File: src/rtl/tmr_scrub_pkg.sv
package tmr_scrub_pkg;

  typedef enum logic {
    PH_READ  = 1'b0,
    PH_WRITE = 1'b1
  } sweepPhase_e;

  // strobes from the sweep control to the datapath
  typedef struct packed {
    logic rdEn;   // read all three banks at sweepAddr
    logic wbEn;   // write voted word back to all three banks
  } scrubCtl_t;

endpackage

File: src/rtl/tmr_ram_bank.sv
module tmr_ram_bank #(
  parameter int DATA_W = 8,
  parameter int ADDR_W = 4
) (
  input  logic              clk,
  input  logic              rst_n,
  input  logic              aEn,
  input  logic              aWe,
  input  logic [ADDR_W-1:0] aAddr,
  input  logic [DATA_W-1:0] aWdata,
  output logic [DATA_W-1:0] aQ,
  input  logic              bEn,
  input  logic              bWe,
  input  logic [ADDR_W-1:0] bAddr,
  input  logic [DATA_W-1:0] bWdata,
  output logic [DATA_W-1:0] bQ
);
  localparam int DEPTH = 1 << ADDR_W;

  logic [DATA_W-1:0] mem [DEPTH];

  // storage: port B is written after port A, the guard upstream keeps them apart
  always_ff @(posedge clk) begin
    if (aEn && aWe) mem[aAddr] <= aWdata;
    if (bEn && bWe) mem[bAddr] <= bWdata;
  end

  always_ff @(posedge clk) begin
    if (!rst_n) begin
      aQ <= '0;
      bQ <= '0;
    end else begin
      if (aEn && !aWe) aQ <= mem[aAddr];
      if (bEn && !bWe) bQ <= mem[bAddr];
    end
  end

endmodule

File: src/rtl/tmr_scrub_ctrl.sv
module tmr_scrub_ctrl
  import tmr_scrub_pkg::*;
#(
  parameter int ADDR_W = 4
) (
  input  logic              clk,
  input  logic              rst_n,
  input  logic              usrEn,
  input  logic              usrWe,
  input  logic [ADDR_W-1:0] usrAddr,
  output logic [ADDR_W-1:0] sweepAddr,
  output logic              writePhase,
  output scrubCtl_t         ctl
);
  localparam logic [ADDR_W-1:0] LAST_ADDR = ADDR_W'((1 << ADDR_W) - 1);

  sweepPhase_e phase;
  logic        hitNow;
  logic        hitHeld;

  assign hitNow     = usrEn && usrWe && (usrAddr == sweepAddr);
  assign writePhase = (phase == PH_WRITE);

  always_ff @(posedge clk) begin
    if (!rst_n) begin
      phase     <= PH_READ;
      sweepAddr <= '0;
      hitHeld   <= 1'b0;
    end else if (phase == PH_READ) begin
      phase   <= PH_WRITE;
      hitHeld <= hitNow;
    end else begin
      phase     <= PH_READ;
      hitHeld   <= 1'b0;
      sweepAddr <= (sweepAddr == LAST_ADDR) ? '0 : sweepAddr + 1'b1;
    end
  end

  always_comb begin
    ctl.rdEn = (phase == PH_READ);
    ctl.wbEn = (phase == PH_WRITE) && !hitHeld && !hitNow;
  end

endmodule

File: src/rtl/tmr_scrub_dp.sv
module tmr_scrub_dp
  import tmr_scrub_pkg::*;
#(
  parameter int DATA_W = 8,
  parameter int ADDR_W = 4,
  parameter int CNT_W  = 8
) (
  input  logic              clk,
  input  logic              rst_n,
  input  logic              usrEn,
  input  logic              usrWe,
  input  logic [ADDR_W-1:0] usrAddr,
  input  logic [DATA_W-1:0] usrWdata,
  input  logic [ADDR_W-1:0] sweepAddr,
  input  scrubCtl_t         ctl,
  output logic [DATA_W-1:0] usrRdata,
  output logic [CNT_W-1:0]  repairCount
);
  localparam int COPIES = 3;

  logic [DATA_W-1:0] qA [COPIES];
  logic [DATA_W-1:0] qB [COPIES];
  logic [DATA_W-1:0] sweepVote;
  logic              bEn;
  logic              mismatch;

  assign bEn = ctl.rdEn || ctl.wbEn;

  for (genvar c = 0; c < COPIES; c++) begin : gCopy
    tmr_ram_bank #(
      .DATA_W(DATA_W),
      .ADDR_W(ADDR_W)
    ) i_bank (
      .clk   (clk),
      .rst_n (rst_n),
      .aEn   (usrEn),
      .aWe   (usrWe),
      .aAddr (usrAddr),
      .aWdata(usrWdata),
      .aQ    (qA[c]),
      .bEn   (bEn),
      .bWe   (ctl.wbEn),
      .bAddr (sweepAddr),
      .bWdata(sweepVote),
      .bQ    (qB[c])
    );
  end

  // bitwise two-out-of-three vote on both sides
  assign usrRdata  = (qA[0] & qA[1]) | (qA[0] & qA[2]) | (qA[1] & qA[2]);
  assign sweepVote = (qB[0] & qB[1]) | (qB[0] & qB[2]) | (qB[1] & qB[2]);

  assign mismatch = (qB[0] != sweepVote) || (qB[1] != sweepVote) || (qB[2] != sweepVote);

  always_ff @(posedge clk) begin
    if (!rst_n) begin
      repairCount <= '0;
    end else if (ctl.wbEn && mismatch && (repairCount != {CNT_W{1'b1}})) begin
      repairCount <= repairCount + 1'b1;
    end
  end

endmodule

File: src/rtl/tmr_scrub_ram.sv
module tmr_scrub_ram
  import tmr_scrub_pkg::*;
#(
  parameter int DATA_W = 8,
  parameter int ADDR_W = 4,
  parameter int CNT_W  = 8
) (
  input  logic              clk,
  input  logic              rst_n,
  input  logic              usrEn,
  input  logic              usrWe,
  input  logic [ADDR_W-1:0] usrAddr,
  input  logic [DATA_W-1:0] usrWdata,
  output logic [DATA_W-1:0] usrRdata,
  output logic [CNT_W-1:0]  repairCount
);
  logic [ADDR_W-1:0] sweepAddr;
  logic              writePhase;
  scrubCtl_t         ctl;

  tmr_scrub_ctrl #(
    .ADDR_W(ADDR_W)
  ) i_ctrl (
    .clk       (clk),
    .rst_n     (rst_n),
    .usrEn     (usrEn),
    .usrWe     (usrWe),
    .usrAddr   (usrAddr),
    .sweepAddr (sweepAddr),
    .writePhase(writePhase),
    .ctl       (ctl)
  );

  tmr_scrub_dp #(
    .DATA_W(DATA_W),
    .ADDR_W(ADDR_W),
    .CNT_W (CNT_W)
  ) i_dp (
    .clk        (clk),
    .rst_n      (rst_n),
    .usrEn      (usrEn),
    .usrWe      (usrWe),
    .usrAddr    (usrAddr),
    .usrWdata   (usrWdata),
    .sweepAddr  (sweepAddr),
    .ctl        (ctl),
    .usrRdata   (usrRdata),
    .repairCount(repairCount)
  );

endmodule

File: config.mk
export PLATFORM = sky130hd
export DESIGN_NAME = tmr_scrub_ram
export DESIGN_NICKNAME = d
export VERILOG_FILES = /design/src/rtl/tmr_scrub_pkg.sv /design/src/rtl/tmr_ram_bank.sv /design/src/rtl/tmr_scrub_ctrl.sv /design/src/rtl/tmr_scrub_dp.sv /design/src/rtl/tmr_scrub_ram.sv
export SDC_FILE = /design/constraint.sdc
export NUM_CORES = 1
export LEC_CHECK = 0
export ABC_CLOCK_PERIOD_IN_PS = 2900
export BUFFER_PORTS_ARGS = -buffer_cell sky130_fd_sc_hd__buf_2
export CORE_ASPECT_RATIO = 1.2
export CORE_MARGIN = 2
export CORE_UTILIZATION = 38
export DETAILED_ROUTE_END_ITERATION = 12
export SETUP_SLACK_MARGIN = 0.4
export SYNTH_ARGS = -nofsm -noshare
export SYNTH_HDL_FRONTEND = slang
export SYNTH_SLANG_ARGS = --single-unit
File: constraint.sdc
create_clock -name clk -period 2.9 [get_ports clk]
set_input_delay 0.435 -clock clk [delete_from_list [all_inputs] [get_ports clk]]
set_output_delay 0.435 -clock clk [all_outputs]
set_load 0.02 [all_outputs]
==> flow_summary.ini <==
[grt]
grt_overflow = 0
antenna_found_initial = 0
first_global_vias = 6130
grt_pass1_wl_um = 39800
grt_max_degree = 27
grt.total_usage_pct = 22.6

[yosys]
synth.ff_latch_count = 150
synth_most_common_cell = mux2_2
yosysUniqueCellTypes = 48
yosys.area.top_type = edfxtp_1
yosysWarnings = 0
synthTopCellsByCount = 148 x mux2_2, 128 x edfxtp_1, 40 x mux4_2
synth_edf_count = 128
ys_seq_area_share_pct = 48.3
async_flop_share_pct = 0
synth.area.top_cells = edfxtp_1 43%, mux2_2 19%, mux4_2 10%
synth-main-ff-cell = edfxtp_1
synth.top_cell.area_share_pct = 43.3
synthCells = 616
syn_avg_cell_area_um2 = 14.4
syn_area_um2 = 8880

[worst_setup_path]
slowest_stage = o21bai_1
r2r_start = i_ctrl.sweepAddr[2]
critPathMaxFanout = 8
reg2reg_to = i_dp.gCopy[1].i_bank.mem[15][7]
worstPathCellList = xnor2_1 > nor2b_2 > buf_4 > a21oi_4 > o21bai_1
cp.arrival_ns = 2.38
critPathMaxStageDelay_ns = 0.52
critPathCaptureType = flop
cp-start-kind = flop
worstPathRequired_ns = 2.92
rrSetupSlack_ns = 0.53
endpoint = i_dp.gCopy[1].i_bank.mem[15][7]
startpoint = i_ctrl.sweepAddr[2]
critPathKind = reg2reg
r2r_cells = 5

[die]
rows = 61
die_w_um = 144
die_area_um2 = 24600
core_um2 = 23000
start_util_pct = 38.5
die_h_um = 171
ios = 32

[cells_and_area]
diodes = 0
utilization_pct = 43.4
finalNonFillerCells = 971
final_nets = 664
layout-drive-gt1-share_pct = 46.2
area_delta_synth_final_pct = 12.7

[route]
drc = 0
ant_nets = 0
wirelength_um = 26600
vias = 5900
drtIter0Drc = 638
viasPerCell = 6.08
firstDrtPassIters = 5
wl_per_cell_um = 27.4

[clock_tree]
cts_buffer_depth = 2
clk_pin_slew_ns = 0.06
cts_hold_buf = 0
root_buffer = clkbuf_16
htree_levels = 4
clock_latency_ns = 0.43
cts_tree = yes
clock_sinks = 150
cts_buffers = 17

[sta]
fin_crit_sh_pct = 81.6
fin_skew_ns = 0.00479
hold_slack_ns = 0.462
hold_viol = 0
tightest_slew_ns = 1.36
setup_tns_ns = 0
slew_viol_final = 0
setup_violations = 0
fmax_ghz = 0.422
relSlewSlack_pct = 8.82
rsz0062_at_grt = no
period_needed_ns = 2.37

[pwr]
p_total_uw = 5340
powerDensity_nw_per_um2 = 534
ir_drop_mv = 0.319
p_leak_uw = 0.00333

[status]
status = finished clean

[run]
max_cap_violations = 0

[placement]
dp.cells = 938
gp_congestion = 0.866
hpwl_um = 18200
portBuffers = 23

[worst_hold_path]
min_from = usrWe
min_path_type = in2reg
## worst min path at each step
stage                                  to  slack, ns  cells past startpoint
3_5_place_dp   i_dp.gCopy[1].i_bank.aQ[2]       0.55                      2
4_1_cts        i_dp.gCopy[1].i_bank.aQ[2]       0.45                      3
5_1_grt        i_dp.gCopy[1].i_bank.aQ[2]       0.49                      3
2_1_floorplan           i_ctrl.writePhase       0.54                      2
6_report       i_dp.gCopy[1].i_bank.aQ[2]       0.46                      3
3_3_place_gp   i_dp.gCopy[1].i_bank.aQ[2]       0.54                      2
## repair_timing
item                       CTS  global route
setup endpoints to repair    0            14
setup buffers                0             2
resized for setup            0             0
hold endpoints to repair     0             0
## worst max-delay path: cells and delay by family (launching register included)
family / cells / cell delay [ns]
xor gates and xnor gates: 1 / 0.19
buffers and inverters: 1 / 0.35
AOI/OAI and AO/OA: 2 / 0.61
and+or+nand+nor: 1 / 0.47
DFF: 1 / 0.32
## registers in the layout, summed over array words and instances, names as in the netlist
register	flops
i_dp.gCopy.i_bank.mem	128
i_dp.gCopy.i_bank.aQ	8
i_dp.gCopy.i_bank.bQ	8
i_ctrl.sweepAddr	4
i_ctrl.hitHeld	1
i_ctrl.writePhase	1
## power breakdown
| part | total, uW | switching [uW] | internal, uW |
|---|---|---|---|
| Sequential | 2490 | 94.4 | 2400 |
| Combinational | 590 | 323 | 268 |
| Clock | 2260 | 912 | 1350 |
| Total | 5340 | 1330 | 4010 |
## layout by cell type, fill, tap and decap left out, drive strengths merged, types with 2 or more instances in the layout
cell and n:
a21oi 21, a222oi 5, a22oi 7, a31oi 14, and2 6, and3 3
buf 65, bufinv 3, clkbuf 18, clkinv 5, clkinvlp 2, conb 8
dfxtp 22, edfxtp 128, ha 4, inv 6, mux2 155, mux2i 31
mux4 40, nand2 8, nand2b 2, nand3 15, nand4 2, nor2 4
nor2b 7, o211ai 4, o21ai 28, o21bai 12, o221ai 7, o22a 7
xnor2 5
## final cells by class
type | instances | area, um2
clock buffers | 18 | 429
multi-input cells | 407 | 4270
flip-flops and latches | 150 | 4290
repair buffers | 65 | 455
fillers | 2104 | 13000
clock inverters | 13 | 155
well taps | 315 | 394
inverters | 3 | 11.3
## per-layer routing
layer,vias to the layer above,track usage (%),part of all wire (%)
met4,0,9.76,3.5
met2,285,39.0,51
met1,3036,27.9,39
met5,-,0,0
li1,2510,-,-
met3,69,3.84,5.8
## cell families (layout without fill, tap and decap cells)
| group | count (synthesis) | after routing | share of synthesized area (%) |
|---|---|---|---|
| compound gates | 111 | 111 | 10.2 |
| xor+xnor | 5 | 5 | 0.493 |
| fa+ha+maj | 4 | 4 | 0.564 |
| buf+inv | 66 | 99 | 3.93 |
| flops | 150 | 150 | 48.3 |
| mux | 226 | 226 | 33.3 |
| other cells | 1 | 8 | 0.0422 |
| simple gates | 53 | 53 | 3.24 |
## per-stage QoR
step                      worst slack [ns]  instance area, um2
after global routing                 0.401               10000
after CTS                            0.506                9980
after floorplan                      0.537                8900
final                                0.533               10000
after global placement               0.295                9390
after detailed placement             0.287                9390
No activity file was read; power rests on OpenSTA's default activity.
